File: src/rtl/port_b_pkg.sv
package port_b_pkg;
  typedef enum logic [1:0] {
    OP_NONE    = 2'd0,
    OP_FIFO_RD = 2'd1,
    OP_MB1_RD  = 2'd2,
    OP_MB2_WR  = 2'd3
  } op_e;

  typedef enum logic [1:0] {
    SRC_NONE = 2'd0,
    SRC_FIFO = 2'd1,
    SRC_MB1  = 2'd2
  } src_e;
endpackage

File: src/rtl/port_b_decode.sv
module port_b_decode
  import port_b_pkg::*;
(
  input  logic cs_ni,
  input  logic dir_i,
  input  logic en_i,
  input  logic mbx_sel_i,
  output logic oe_o,
  output src_e src_o,
  output op_e  op_o
);
  always_comb begin
    oe_o  = 1'b0;
    src_o = SRC_NONE;
    op_o  = OP_NONE;
    if (!cs_ni) begin
      if (dir_i) begin
        oe_o = 1'b1;
        if (mbx_sel_i) begin
          src_o = SRC_MB1;
          if (en_i) op_o = OP_MB1_RD;
        end else begin
          src_o = SRC_FIFO;
          if (en_i) op_o = OP_FIFO_RD;
        end
      end else if (en_i && mbx_sel_i) begin
        op_o = OP_MB2_WR;
      end
    end
  end
endmodule

File: src/rtl/port_b_mbx_slot.sv
// Single-word mailbox; load has priority over release on the same edge.
module port_b_mbx_slot #(
  parameter int DW = 36
) (
  input  logic          clk_i,
  input  logic          rst_ni,
  input  logic          load_i,
  input  logic [DW-1:0] load_data_i,
  input  logic          release_i,
  output logic [DW-1:0] q_o,
  output logic          full_o
);
  always_ff @(posedge clk_i or negedge rst_ni) begin
    if (!rst_ni) begin
      q_o    <= '0;
      full_o <= 1'b0;
    end else if (load_i) begin
      q_o    <= load_data_i;
      full_o <= 1'b1;
    end else if (release_i) begin
      full_o <= 1'b0;
    end
  end
endmodule

File: src/rtl/port_b_ctrl.sv
module port_b_ctrl
  import port_b_pkg::*;
#(
  parameter int DW = 36
) (
  input  logic          clk_i,
  input  logic          rst_ni,
  input  logic          cs_ni,
  input  logic          dir_i,
  input  logic          en_i,
  input  logic          mbx_sel_i,
  input  logic [DW-1:0] data_i,
  output logic [DW-1:0] data_o,
  output logic          data_oe_o,
  input  logic [DW-1:0] fifo_q_i,
  output logic          fifo_rd_o,
  input  logic          mb1_wr_i,
  input  logic [DW-1:0] mb1_wdata_i,
  output logic          mb1_full_no,
  input  logic          mb2_clr_i,
  output logic [DW-1:0] mb2_q_o,
  output logic          mb2_full_o
);
  src_e          src;
  op_e           op;
  logic [DW-1:0] mb1_q;
  logic          mb1_full;

  port_b_decode u_dec (
    .cs_ni    (cs_ni),
    .dir_i    (dir_i),
    .en_i     (en_i),
    .mbx_sel_i(mbx_sel_i),
    .oe_o     (data_oe_o),
    .src_o    (src),
    .op_o     (op)
  );

  port_b_mbx_slot #(.DW(DW)) u_mb1 (
    .clk_i      (clk_i),
    .rst_ni     (rst_ni),
    .load_i     (mb1_wr_i),
    .load_data_i(mb1_wdata_i),
    .release_i  (op == OP_MB1_RD),
    .q_o        (mb1_q),
    .full_o     (mb1_full)
  );

  port_b_mbx_slot #(.DW(DW)) u_mb2 (
    .clk_i      (clk_i),
    .rst_ni     (rst_ni),
    .load_i     (op == OP_MB2_WR),
    .load_data_i(data_i),
    .release_i  (mb2_clr_i),
    .q_o        (mb2_q_o),
    .full_o     (mb2_full_o)
  );

  assign mb1_full_no = ~mb1_full;

  always_comb begin
    unique case (src)
      SRC_FIFO: data_o = fifo_q_i;
      SRC_MB1:  data_o = mb1_q;
      default:  data_o = '0;
    endcase
  end

  always_ff @(posedge clk_i or negedge rst_ni) begin
    if (!rst_ni) fifo_rd_o <= 1'b0;
    else         fifo_rd_o <= (op == OP_FIFO_RD);
  end
endmodule

File: config.mk
export PLATFORM = sky130hd
export DESIGN_NAME = port_b_ctrl
export DESIGN_NICKNAME = d
export VERILOG_FILES = /design/src/rtl/port_b_pkg.sv /design/src/rtl/port_b_decode.sv /design/src/rtl/port_b_mbx_slot.sv /design/src/rtl/port_b_ctrl.sv
export SDC_FILE = /design/constraint.sdc
export NUM_CORES = 1
export LEC_CHECK = 0
export CAP_MARGIN = 15
export CORE_MARGIN = 2
export CORE_UTILIZATION = 40
export DETAILED_ROUTE_END_ITERATION = 10
export MAX_ROUTING_LAYER = met4
export PLACE_DENSITY = 0.89
export SYNTH_ARGS = -nofsm -noshare
export SYNTH_HDL_FRONTEND = slang
export SYNTH_HIERARCHICAL = 1
export SYNTH_SLANG_ARGS = --single-unit
File: constraint.sdc
create_clock -name clk_i -period 2.2 [get_ports clk_i]
set_clock_uncertainty 0.15 [all_clocks]
set_input_delay 0.44 -clock clk_i [delete_from_list [all_inputs] [get_ports clk_i]]
set_output_delay 0.44 -clock clk_i [all_outputs]
set_load 0.01 [all_outputs]
Yosys cells after proc, flatten, opt, wreduce, memory -nomap -nowiden
Cells that the tools add are included.
- word-level logic and storage cells: 30
- input bits: 116
- register bits after elaboration: 75
- bitwise gates (word level): 1
- reductions and logical operators: 3
- muxes and demuxes: 16
- eq/ne operators: 5
- operators with widths (operator ; count):
    $pmux 36 s2 ; 1
    $mux 2 ; 8
    $mux 1 ; 7
    $eq 2x2->1 const B ; 3
    $eq 2x1->1 const B ; 2
    $reduce_bool 2->1 ; 2
    $logic_and 1x1->1 ; 1
    $not 1->1 ; 1

Longest topological paths before layout
- depth after elaboration: 7
- gate-level depth with buffers: 8
- depth with buffers taken out: 6

By module
The synthesis kept the hierarchy.
- by module, submodules not included (module ; sequential area each (sq um) ; area each (sq um) ; times used ; cells an instance):
    port_b_mbx_slot ; 925.9 ; 1522.7 ; 2 ; 79
    port_b_ctrl ; 25.0 ; 779.5 ; 1 ; 93
    port_b_decode ; 0.0 ; 56.3 ; 1 ; 6

Least setup slack after synthesis
OpenSTA, ideal clock, no wires.
- kind: input to output
- from: input dir_i
- to: output data_o[0]
- setup slack: -0.011 ns
- stages: 7
- data arrival time: 1.621 ns
- cell sequence: nor2b_2 -> and2b_2 -> inv_1 -> ha_1 -> clkbuf_2 -> buf_2 -> nor2_1
- longest elaborated chain between the ends: 4
- elaborated cells between the ends (all ways): 5
- ends and longest elaborated chain (what ; line ; RTL):
    from (decl) ; port_b_ctrl.sv:9 ; input logic dir_i,
    $mux 2 * ; port_b_decode.sv:17 ; if (dir_i) begin
    $mux 2 * ; port_b_decode.sv:16 ; if (!cs_ni) begin
    via src[0] ; port_b_ctrl.sv:24 ; src_e src;
    $eq 2x2->1 / $eq 2x1->1 (equally long branches) ; port_b_ctrl.sv:62 ; unique case (src)
    $pmux 36 s2 * ; port_b_ctrl.sv:62 ;
    to (decl) ; port_b_ctrl.sv:13 ; output logic [DW-1:0] data_o,
Mark *: on every way through the listed nets, which the timed path passes. The rest lies on a longest branch.

Final worst setup path
- from: input dir_i
- to: output data_o[34]
The elaborated chain is that of the path after synthesis.

==> results.ini <==
[timing]
period_needed_ns = 2.40
grt_setup_unrepaired = yes
hold_vio_cnt_final = 0
worst_slack_ns = -0.199
final_max_slew_viol_count = 0
report.final.setup_viol = 36
fin_worst_hold_slack_ns = 0.338
worst_pin_slew_ns = 0.456
period_share = 1.09
clock.fmax_mhz = 417
max_slew_margin = 0.696

[critical_path]
worstSetupPathType = in -> out
path_buf_inv = 5
worstSetupStartpointType = primary input
critical_path.cell_chain = buf_6, nor2b_4, and2b_2, ha_4, buf_12, buf_16, buf_6, a22oi_2, nor2_1, buf_2
critical_path.endpoint_type = output port
critical_path.top_delay_family = buffers and inverters
crit_arrival_ns = 1.81
worst_r2r_startpoint = u_mb1/q_o[24]$_DFFE_PN0P_
crit_required_ns = 1.61
critical-path-slowest-cell = sky130_fd_sc_hd__and2b_2
critical-path-max-stage-delay_ns = 0.22
timing.critical_path.fanout_max = 5
critical-path-top-cell-by-count = sky130_fd_sc_hd__buf_6
timing_startpoint_of_the_critical_path = dir_i

[routing]
detailroute.via_count = 2937
drt_iter0_drc = 63
wl_um = 11000
vias_per_cell = 4.78
antenna_violating_nets_post_route = 0
route.detailed.wl_per_inst_um = 17.8
drcViolationCount = 0
first_pass_iters = 5

[synthesis]
synth_async_sr_flop_share = 1.00
dominantRegCellSynth = sky130_fd_sc_hd__dfrtp_1
yosys_warning_total = 6
ys_ff_latch = 75
synthDistinctLibCells = 24
library_cell_with_the_highest_instance_count_after_synthesis = sky130_fd_sc_hd__dfrtp_1
mappedNetlistNets = 375
synth.cells.most_frequent = sky130_fd_sc_hd__dfrtp_1, sky130_fd_sc_hd__mux2_4, sky130_fd_sc_hd__nor2_1
synth_area_per_cell_sq_um = 15.1
synth_edf_count = 0
synth_cells = 257
synth.largest_area_cell = sky130_fd_sc_hd__dfrtp_1
post_synth_instance_area_sq_um = 3880
post_synth_main_area_contributors = sky130_fd_sc_hd__dfrtp_1, sky130_fd_sc_hd__mux2_4, sky130_fd_sc_hd__a22oi_2, sky130_fd_sc_hd__buf_12, sky130_fd_sc_hd__mux2_2
netlist.area_leader.share = 0.484
seq_area_frac_synth = 0.484

[global_routing]
grt_start_max_net_pins = 43
number_of_antenna_violations_at_the_first_check_in_global_routing = 0
first_global_vias = 3144
grt_overflow = 0
track_usage = 0.212
global_route_wire_length_before_repair_um = 16200

[floorplan]
start_util = 0.416
die_h_um = 103
design.portCount = 192
rows = 35
core-area_sq_um = 9330
die_w_um = 103
fp.dieArea_sq_um = 10500

[clock_network]
clock_latency_ns = 0.33
clock_path_buffers = 2
clkSinkCount = 75
ctsRootBufferMaster = sky130_fd_sc_hd__clkbuf_8
cts_max_level = 3
clk_pin_slew_ns = 0.08
cts_tree = built
tritoncts.num_buffers = 9

[layout]
n_antenna_cell = 0
ff_latch_area_sq_um = 1880
filler_cell_count = 658
num-nets-final = 599
layout_utilization = 0.687
flow.area_growth_from_synthesis_pct = 65.1
multiInputGateArea_sq_um = 1760
drive_gt1_frac = 0.440

[place]
port_buffers = 191
dpl.hpwl_um = 7130
place_congestion = 0.779

[outcome]
status = complete, but fails checks
violations = negative setup slack

[power]
pwr_per_cell_area_nw_per_um2 = 655
vdd.ir_drop.worst_mv = 0.412
total_leakage_power_nw = 2.81

[min_path]
hold_path.startpoint = u_mb1/full_o$_DFFE_PN0P_
hp-class = reg -> reg

[flow_run]
max_cap_viol_count = 0

-- cells in the final DEF (no fill, tap or decap), types with 2 or more instances in the layout --
master / Yosys / final
sky130_fd_sc_hd__a21o_1: 2 / 2
sky130_fd_sc_hd__a22oi_2: 31 / 35
sky130_fd_sc_hd__buf_12: 9 / 9
sky130_fd_sc_hd__buf_16: 0 / 7
sky130_fd_sc_hd__buf_2: 3 / 38
sky130_fd_sc_hd__buf_4: 1 / 19
sky130_fd_sc_hd__buf_6: 5 / 7
sky130_fd_sc_hd__bufinv_16: 0 / 3
sky130_fd_sc_hd__clkbuf_16: 0 / 2
sky130_fd_sc_hd__clkbuf_8: 0 / 9
sky130_fd_sc_hd__clkdlybuf4s50_1: 0 / 150
sky130_fd_sc_hd__clkinvlp_4: 0 / 2
sky130_fd_sc_hd__dfrtp_1: 75 / 75
sky130_fd_sc_hd__ha_4: 0 / 2
sky130_fd_sc_hd__inv_1: 5 / 4
sky130_fd_sc_hd__mux2_2: 14 / 14
sky130_fd_sc_hd__mux2_4: 58 / 58
sky130_fd_sc_hd__nor2_1: 35 / 35
sky130_fd_sc_hd__nor2b_1: 2 / 2
-- layout make-up --
type	instances	share of cell area
Clock buffer	10	0.0199
Clock inverter	6	0.0178
Sequential cell	75	0.293
Multi-Input combinational cell	157	0.275
Timing Repair Buffer	233	0.366
Inverter	5	0.00332
Tap cell	129	0.0252
-- flip-flops by register name, indices dropped and copies added (netlist names) --
register	cells
u_mb2/q_o	36
u_mb2/full_o	1
fifo_rd_o	1
u_mb1/q_o	36
u_mb1/full_o	1
-- metrics by stage --
stage	worst slack (ns)	instances	cell area, sq um	total power, mW	TNS (ns)
after floorplan	-0.0107	257	3880	2.24	-0.322
after global placement	-0.869	568	5830	2.85	-34.08
after detailed placement	-0.931	568	5830	2.88	-35.87
after CTS	-0.214	609	6300	4.22	-3.56
after global routing	-0.224	615	6410	4.39	-6.18
final	-0.199	615	6410	4.19	-4.02
-- cells by family (layout without fill, tap and decap cells) --
kind of cell / count (synthesis) / after routing / synth area share
buf+inv: 25 / 254 / 0.0767
fa+ha+maj: 2 / 2 / 0.00645
xor+xnor: 1 / 1 / 0.00226
mux: 72 / 72 / 0.265
simple gates: 44 / 44 / 0.0526
compound gates: 38 / 38 / 0.113
flops: 75 / 75 / 0.484
-- repair_timing --
action,4_1_cts,5_1_grt
endpoints found under the hold margin,33,0
setup buffers,17,4
setup endpoints to repair,37,36
gates cloned,7,2
hold buffers,1,0
pin swaps,15,10
gates resized for setup,179,2
-- final timing paths --
kind                                             end  slack, ns  cells after the start
max                                       data_o[34]      -0.20                     10
min                         u_mb1/full_o$_DFFE_PN0P_       0.34                      1
max reg2reg                u_mb1/q_o[24]$_DFFE_PN0P_       1.24                      1
min reg2reg                 u_mb1/full_o$_DFFE_PN0P_       0.34                      1
max in group asynchronous  u_mb1/q_o[26]$_DFFE_PN0P_       0.87                      3
min in group asynchronous  u_mb1/q_o[20]$_DFFE_PN0P_       0.44                      2
-- routing by layer --
layer  global-route usage  wire length, um  vias to the layer above
met5                    -                0                        -
met2                0.370             5770                      133
met1                0.240             4270                     1429
met4               0.0615              121                        0
met3               0.0563              805                       13
li1                     -                -                     1362
-- report_power, final --
part	switching, mW	internal [mW]	total, mW
clock network	0.505	0.756	1.26
registers	0.139	1.59	1.73
logic	0.382	0.818	1.20
total	1.03	3.17	4.19
No activity file was read; power rests on OpenSTA's default activity.
